--- src/rtl/port_dbc_pkg.sv ---
package port_dbc_pkg;
  localparam int unsigned ADDR_W = 8;
  localparam logic [ADDR_W-1:0] EN_ADDR  = 8'h30;
  localparam logic [ADDR_W-1:0] CNT_ADDR = 8'hF0;

  typedef enum logic [1:0] {
    SEL_NONE,
    SEL_EN,
    SEL_CNT
  } reg_sel_e;

  function automatic reg_sel_e decode(input logic [ADDR_W-1:0] a);
    if (a == EN_ADDR) return SEL_EN;
    if (a == CNT_ADDR) return SEL_CNT;
    return SEL_NONE;
  endfunction
endpackage

--- src/rtl/port_dbc_sync.sv ---
module port_dbc_sync #(
  parameter int unsigned WIDTH  = 8,
  parameter int unsigned STAGES = 2
) (
  input  logic             clk_i,
  input  logic             rst_ni,
  input  logic [WIDTH-1:0] d_i,
  output logic [WIDTH-1:0] q_o
);
  logic [WIDTH-1:0] st_q [STAGES];

  always_ff @(posedge clk_i or negedge rst_ni) begin
    if (!rst_ni) begin
      for (int s = 0; s < STAGES; s++) st_q[s] <= '0;
    end else begin
      st_q[0] <= d_i;
      for (int s = 1; s < STAGES; s++) st_q[s] <= st_q[s-1];
    end
  end

  assign q_o = st_q[STAGES-1];
endmodule

--- src/rtl/port_dbc_regs.sv ---
module port_dbc_regs
  import port_dbc_pkg::*;
#(
  parameter int unsigned NPINS = 8,
  parameter int unsigned CNT_W = 8,
  localparam int unsigned DATA_W = 2 * NPINS
) (
  input  logic              clk_i,
  input  logic              rst_ni,
  input  logic              we_i,
  input  logic [ADDR_W-1:0] addr_i,
  input  logic [DATA_W-1:0] wdata_i,
  output logic [DATA_W-1:0] rdata_o,
  output logic [NPINS-1:0]  en_o,
  output logic [CNT_W-1:0]  cnt_o
);
  logic [NPINS-1:0] en_q;
  logic [CNT_W-1:0] cnt_q;
  reg_sel_e         sel;

  logic [NPINS-1:0] wmask, wval;
  assign wmask = wdata_i[DATA_W-1:NPINS];
  assign wval  = wdata_i[NPINS-1:0];
  assign sel   = decode(addr_i);

  always_ff @(posedge clk_i or negedge rst_ni) begin
    if (!rst_ni) begin
      en_q  <= '0;
      cnt_q <= '0;
    end else if (we_i) begin
      if (sel == SEL_EN) en_q <= (en_q & ~wmask) | (wval & wmask);
      if (sel == SEL_CNT) begin
        // saturate to the largest representable count
        if (|wdata_i[DATA_W-1:CNT_W]) cnt_q <= '1;
        else                          cnt_q <= wdata_i[CNT_W-1:0];
      end
    end
  end

  always_comb begin
    rdata_o = '0;
    case (sel)
      SEL_EN:  rdata_o[NPINS-1:0] = en_q;
      SEL_CNT: rdata_o[CNT_W-1:0] = cnt_q;
      default: rdata_o = '0;
    endcase
  end

  assign en_o  = en_q;
  assign cnt_o = cnt_q;
endmodule

--- src/rtl/port_dbc_pin.sv ---
module port_dbc_pin #(
  parameter int unsigned CNT_W = 8
) (
  input  logic             clk_i,
  input  logic             rst_ni,
  input  logic             raw_i,
  input  logic             tick_i,
  input  logic             active_i,
  input  logic [CNT_W-1:0] limit_i,
  output logic             filt_o
);
  logic             last_q, stable_q;
  logic [CNT_W-1:0] timer_q, lim_q;
  logic             restart, pend, done;

  assign restart = raw_i != last_q;
  assign pend    = last_q != stable_q;
  assign done    = ({1'b0, timer_q} + 1'b1) >= {1'b0, lim_q};

  always_ff @(posedge clk_i or negedge rst_ni) begin
    if (!rst_ni) begin
      last_q   <= 1'b0;
      stable_q <= 1'b0;
      timer_q  <= '0;
      lim_q    <= '0;
    end else if (!active_i) begin
      last_q   <= raw_i;
      stable_q <= raw_i;
      timer_q  <= '0;
      lim_q    <= limit_i;
    end else if (restart) begin
      // restart wins over a tick in the same cycle
      last_q  <= raw_i;
      timer_q <= '0;
      lim_q   <= limit_i;
    end else if (pend && tick_i) begin
      if (done) begin
        stable_q <= last_q;
        timer_q  <= '0;
      end else begin
        timer_q <= timer_q + 1'b1;
      end
    end else if (!pend) begin
      timer_q <= '0;
    end
  end

  assign filt_o = active_i ? stable_q : raw_i;
endmodule

--- src/rtl/port_debounce.sv ---
module port_debounce
  import port_dbc_pkg::*;
#(
  parameter int unsigned NPINS       = 8,
  parameter int unsigned CNT_W       = 8,
  parameter int unsigned SYNC_STAGES = 2,
  localparam int unsigned DATA_W     = 2 * NPINS
) (
  input  logic              clk_i,
  input  logic              rst_ni,
  input  logic [NPINS-1:0]  pin_i,
  input  logic              tick_i,
  input  logic              bus_we_i,
  input  logic [ADDR_W-1:0] bus_addr_i,
  input  logic [DATA_W-1:0] bus_wdata_i,
  output logic [DATA_W-1:0] bus_rdata_o,
  output logic [NPINS-1:0]  filt_o
);
  logic [NPINS-1:0] sync_w;
  logic [NPINS-1:0] en_w;
  logic [CNT_W-1:0] cnt_w;
  logic             cnt_nz;

  port_dbc_sync #(.WIDTH(NPINS), .STAGES(SYNC_STAGES)) u_sync (
    .clk_i (clk_i),
    .rst_ni(rst_ni),
    .d_i   (pin_i),
    .q_o   (sync_w)
  );

  port_dbc_regs #(.NPINS(NPINS), .CNT_W(CNT_W)) u_regs (
    .clk_i  (clk_i),
    .rst_ni (rst_ni),
    .we_i   (bus_we_i),
    .addr_i (bus_addr_i),
    .wdata_i(bus_wdata_i),
    .rdata_o(bus_rdata_o),
    .en_o   (en_w),
    .cnt_o  (cnt_w)
  );

  assign cnt_nz = |cnt_w;

  for (genvar g = 0; g < NPINS; g++) begin : g_pin
    port_dbc_pin #(.CNT_W(CNT_W)) u_pin (
      .clk_i   (clk_i),
      .rst_ni  (rst_ni),
      .raw_i   (sync_w[g]),
      .tick_i  (tick_i),
      .active_i(en_w[g] & cnt_nz),
      .limit_i (cnt_w),
      .filt_o  (filt_o[g])
    );
  end
endmodule

--- config.mk ---
export PLATFORM = sky130hd
export DESIGN_NAME = port_debounce
export DESIGN_NICKNAME = d
export VERILOG_FILES = /design/src/rtl/port_dbc_pkg.sv /design/src/rtl/port_dbc_sync.sv /design/src/rtl/port_dbc_regs.sv /design/src/rtl/port_dbc_pin.sv /design/src/rtl/port_debounce.sv
export SDC_FILE = /design/constraint.sdc
export NUM_CORES = 1
export LEC_CHECK = 0
export BUFFER_PORTS_ARGS = -buffer_cell sky130_fd_sc_hd__buf_2
export CORE_AREA = 2 2 139 127
export DETAILED_ROUTE_END_ITERATION = 12
export DIE_AREA = 0 0 141 129
export HOLD_SLACK_MARGIN = 0.12
export PLACE_DENSITY = 0.83
export SLEW_MARGIN = 20
export SYNTH_ARGS = -nofsm -noshare
export SYNTH_HDL_FRONTEND = slang
export SYNTH_SLANG_ARGS = --single-unit
export TNS_END_PERCENT = 100
--- constraint.sdc ---
create_clock -name clk_i -period 2.84 [get_ports clk_i]
set_input_delay 0.426 -clock clk_i [delete_from_list [all_inputs] [get_ports clk_i]]
set_output_delay 0.426 -clock clk_i [all_outputs]
set_load 0.02 [all_outputs]
After elaboration in Yosys (flattened, before gate mapping)
Index checks and enable logic that the tools add are counted.
Word-level totals
  output and inout bits: 24
  bits in registers: 176
Operators by class
  eq/ne operators: 60
  magnitude comparators: 8
  bitwise logic cells: 12
  add/sub/neg operators: 16
  muxes and demuxes: 121
  reduce and logical (&&, ||, !) cells: 20
Operators by type and width (count)
  $mux 8: 57
  $add 8x1->9 const B: 8
  $ge 9x8->1: 8
  $add 8x1->8 const B: 8
  $ne 2x2->1 const B: 32
  $mux 1: 59
  $ne 4x4->1 const B: 8
  $reduce_and 3->1: 8
  $and 8x8->8: 2
  $ne 1x1->1: 16
  $pmux 8 s2: 1
  $reduce_or 8->1: 2
  $and 1x1->1: 8
  $eq 8x6->1 const B: 1
  $eq 8x8->1 const B: 1
  $logic_and 1x1->1: 8
  $mux 2: 4
  $not 8->8: 1
  $or 8x8->8: 1
  $reduce_and 2->1: 2
  $eq 2x1->1 const B: 1
  $eq 2x2->1 const B: 1

Depth between registers and ports, before layout
  depth in word-level cells: 7
  mapped depth: 12

Cells and area by module
Synthesis repeated with hierarchy kept, for this count alone.
Second synthesis, totals
  cell total of the unflattened synthesis: 1029
  area total of the unflattened synthesis: 10326.2 um^2
By module, submodules not included
  port_dbc_pin (g_pin[0].u_pin ...): area an instance 1097.3 um^2, times used 7, sequential area each 450.4 um^2, cells each 112
  port_dbc_pin (g_pin[7].u_pin): area an instance 1119.8 um^2, times used 1, sequential area each 450.4 um^2, cells each 124
  port_dbc_regs: area an instance 979.7 um^2, times used 1, sequential area each 400.4 um^2, cells each 87
  port_dbc_sync: area an instance 460.4 um^2, times used 1, sequential area each 400.4 um^2, cells each 24
  port_debounce: area an instance 85.1 um^2, times used 1, sequential area each 0.0 um^2, cells each 10

Worst setup path before layout
OpenSTA, ideal clock, no wires.
  path kind: register to register
  start point: register g_pin[0].u_pin.timer_q[0]
  end point: register g_pin[0].u_pin.stable_q
  arrival: 2472 ps
  path buffers: 1
  path slack: 228 ps
  required time: 2699 ps
  stages on the path, launching flop included: 13
  setup time: 141 ps
  clock period less this slack: 2612 ps
  path through: dfrtp_1 ha_1 and3_1 and2_1 or2_2 ha_1 a211oi_1 o21ai_0 a21oi_1 o21a_1 clkbuf_1 or3_1 nand3_1
On the way
  word-level cells in the longest chain between the ends: 4
RTL lines
  from (decl): line port_dbc_pin.sv:13  | logic [CNT_W-1:0] timer_q, lim_q;
  from (signal assigned): line port_dbc_pin.sv:41  | timer_q <= timer_q + 1'b1;
  $add 8x1->9: line port_dbc_pin.sv:18  | assign done = ({1'b0, timer_q} + 1'b1) >= {1'b0, lim_q};
  $ge 9x8->1: line port_dbc_pin.sv:18
  $ne 2x2->1 (no line)
  $reduce_and 3->1 (no line)
  to (signal assigned): line port_dbc_pin.sv:28  | stable_q <= raw_i;
  to (signal assigned): line port_dbc_pin.sv:38  | stable_q <= last_q;
  to (decl): line port_dbc_pin.sv:12  | logic last_q, stable_q;
Every way passes these cells.
A chain may end at the register's enable or synchronous reset.

Worst setup path after layout
  start point: register u_regs.cnt_q[1], in the netlist u_regs.cnt_o[1]
  end point: output port filt_o[1]
On the way
  word-level cells in the longest chain between the ends: 3
RTL lines
  from (decl): line port_dbc_regs.sv:18  | logic [CNT_W-1:0] cnt_q;
  from (signal assigned): line port_dbc_regs.sv:35  | else cnt_q <= wdata_i[CNT_W-1:0];
  $reduce_or 8->1: line port_debounce.sv:42  | assign cnt_nz = |cnt_w;
  $and 1x1->1: line port_debounce.sv:50  | .active_i(en_w[g] & cnt_nz),
  $mux 1: line port_dbc_pin.sv:48  | assign filt_o = active_i ? stable_q : raw_i;
  to (decl): line port_debounce.sv:17  | output logic [NPINS-1:0] filt_o
Every way passes these cells.

==> metrics.yaml <==
yosys:
  synth_edf_count: 0
  yosysUniqueCellTypes: 52
  synth_seq_cells: 176
  synthTopCellsByCount: "dfrtp_1, nand2_1, o21ai_0"
  synthTopCellsByArea: "dfrtp_1, ha_1, nand2_1"
  synth_area_per_cell_um2: 9.48
  async_flop_share_pct: 100
  yosys_warnings: 0
  synth_area_leader_cell: "dfrtp_1"
  yosysMostFrequentCell: "dfrtp_1"
  synth_ff_type: "dfrtp_1"
  synthCells: 1041
  syn_area_um2: 9870
  ys_seq_area_share_pct: 44.6
  yosys.area.top_type_share_pct: 44.6
global_routing:
  grt_overflow: 0
  grt_pass1_vias: 7662
  antenna_found_initial: 0
  grtUsageTotal_pct: 26.3
  grt_max_degree: 83
  grt_pass1_wl_um: 37400
outcome:
  outcome: "finished clean"
floorplanning:
  die_width_um: 141
  initial_core_util_pct: 59.0
  die_h_um: 129
  ios: 60
  fp.coreArea_um2: 16700
  die_area_um2: 18200
  num_rows: 45
critical_path:
  crit_type: "reg -> out"
  crit_path_start_kind: "flip-flop"
  crit_path_max_fanout: 6
  cp-endpoint: "filt_o[1]"
  critPathRequiredTime_ns: 2.41
  r2r_slack_ns: 0.08
  reg2reg_depth: 10
  r2r-start: "g_pin[4].u_pin.timer_q[0]$_DFFE_PN0P_"
  arrival_ns: 2.38
  critPathLaunch: "u_regs.cnt_o[1]$_DFFE_PN0P_"
  critPathCaptureType: "primary output"
  worstReg2RegEnd: "g_pin[4].u_pin.timer_q[6]$_DFFE_PN0P_"
cts:
  cts_buffers: 17
  cts_tree: "done"
  htree_levels: 4
  cts_max_path_buffers: 2
  clock_latency_ns: 0.43
  clockRootBuffer: "clkbuf_16"
  clkSlewWorstSetupHoldPaths_ns: 0.07
  cts.sinks: 176
routing:
  drt_iter0_drc: 567
  viasPerCell: 5.92
  drt_pass1_iterations: 5
  vias: 7975
  drc: 0
  wl_per_cell_um: 17.5
  drtAntennaViolNets: 0
  wirelength_um: 23600
cells_and_area:
  stdcell_area_um2: 11400
  multi_input_area_um2: 5090
  syn2layout_area_growth_pct: 15.3
  final_nets: 1231
  fillers: 1194
  fin_util_pct: 68.1
  layout-drive-gt1-share_pct: 18.0
  diodes: 0
  instances_no_fill: 1347
  regArea_um2: 4400
timing:
  setup_viol: 0
  finalHoldViolations: 0
  fin_crit_sh_pct: 98.8
  setup_tns_ns: 0
  fin_crit_ns: 2.81
  fmax_mhz: 356
  skew_ns: 0.0109
  max_slew.worst_pin.slew_ns: 0.954
  rsz0062_at_grt: "true"
  slew_viol_final: 0
  slew_headroom_pct: 35.9
  holdWs_ns: 0.229
placement:
  io_buffers: 51
  dp.cells: 1292
  placed_area_um2: 10400
  place_congestion: 0.843
  dpl.hpwl_um: 15500
pwr:
  leakage_nw: 5.60
  peakVddDrop_v: 0.000538
  p_per_area_nw_per_um2: 533
min_path:
  hold_path_class: "in -> reg"
run:
  max-cap-violations: 0
-- state kept, by name, indices dropped and copies added (netlist names), named ones only --
| signal | count |
|---|---|
| u_regs.cnt_o | 8 |
| u_sync.q_o | 8 |
| g_pin.u_pin.last_q | 8 |
| g_pin.u_pin.stable_q | 8 |
| u_sync.st_q | 8 |
| g_pin.u_pin.timer_q | 64 |
| g_pin.u_pin.lim_q | 64 |
-- layer usage --
metal  GRT usage, %  vias to the layer above  wire length [um]
li1               -                     3794                 -
met1           34.6                     3846             10300
met2           43.3                      280             11200
met3           4.84                       55              1310
met4           11.1                        0               788
met5              0                        -                 0
-- area by class of cell --
cell class              count  area share, %
multi-input cells         754           44.8
clock inverters            12           1.78
well taps                 211           2.32
inverters                  73           2.41
clock buffers              20           4.01
flip-flops and latches    176           38.7
repair buffers            101           6.01
-- layout by cell type (no fill, tap or decap), types with 8 or more instances in the layout --
| cell type | synthesis | layout |
|---|---|---|
| a22o_1 | 20 | 20 |
| a21o_1 | 49 | 49 |
| and3_1 | 10 | 8 |
| nand3_1 | 28 | 28 |
| a211oi_1 | 14 | 9 |
| dlygate4sd3_1 | 0 | 9 |
| o21ai_0 | 97 | 88 |
| a21oi_1 | 37 | 36 |
| clkbuf_16 | 0 | 17 |
| mux2_2 | 22 | 22 |
| o22a_1 | 9 | 9 |
| nand2_1 | 152 | 149 |
| nor3_1 | 24 | 18 |
| conb_1 | 1 | 8 |
| inv_1 | 72 | 72 |
| nand2b_1 | 29 | 29 |
| nor2_1 | 38 | 38 |
| or2_2 | 23 | 22 |
| ha_1 | 72 | 71 |
| xnor2_1 | 25 | 25 |
| o211ai_1 | 10 | 10 |
| dfrtp_1 | 176 | 176 |
| buf_2 | 5 | 50 |
| buf_4 | 16 | 39 |
-- worst max-delay path, cell delays in order (launching register included) --
cell     delay (ns)
dfrtp_1        0.39
or4_4          0.56
or2_4          0.34
nand2_1        0.12
mux2_2         0.37
buf_2          0.17
-- power breakdown --
| part | switching [mW] | internal (mW) | leakage, nW |
|---|---|---|---|
| registers | 0.0732 | 2.62 | 2.36 |
| logic | 0.469 | 0.282 | 2.93 |
| clock network | 1.01 | 1.62 | 0.321 |
| total | 1.55 | 4.52 | 5.60 |
-- per-stage QoR --
step | setup slack (ns) | power (mW)
2_1_floorplan | 0.228 | 3.16
3_3_place_gp | 0.0596 | 3.37
3_5_place_dp | -0.00986 | 3.39
4_1_cts | 0.0131 | 6.06
5_1_grt | -0.0873 | 6.30
6_report | 0.0336 | 6.07
-- kinds of logic after synthesis --
family | after synthesis | synth area share [%]
compound gates | 267 | 17.5
xor+xnor | 31 | 2.75
fa+ha+maj | 72 | 9.12
buf+inv | 119 | 5.42
flops | 176 | 44.6
mux | 24 | 2.72
other cells | 1 | 0.0380
simple gates | 351 | 17.8
-- repair_timing --
| item | CTS | global route |
|---|---|---|
| hold buffers | 9 | 0 |
| pin swaps | 3 | 11 |
| buffers inserted | 5 | 8 |
| endpoints found under the hold margin | 30 | 0 |
| gates cloned | 1 | 0 |
| resized for setup | 7 | 33 |
| setup endpoints to repair | 23 | 58 |
-- how the worst min path moves through the flow --
| stage | from | to | cells after the start | slack [ns] |
|---|---|---|---|---|
| 2_1_floorplan | rst_ni | async pin | 0 | 0.13 |
| 3_5_place_dp | rst_ni | g_pin[2].u_pin.timer_q[5]$_DFFE_PN0P_ | 1 | 0.30 |
| 5_1_grt | bus_wdata_i[0] | u_regs.cnt_o[0]$_DFFE_PN0P_ | 2 | 0.21 |
| 4_1_cts | bus_wdata_i[0] | u_regs.cnt_o[0]$_DFFE_PN0P_ | 2 | 0.22 |
| 6_report | bus_wdata_i[0] | u_regs.cnt_o[0]$_DFFE_PN0P_ | 2 | 0.23 |
| 3_3_place_gp | rst_ni | g_pin[2].u_pin.timer_q[5]$_DFFE_PN0P_ | 1 | 0.30 |
(Power assumes the default switching activity.)
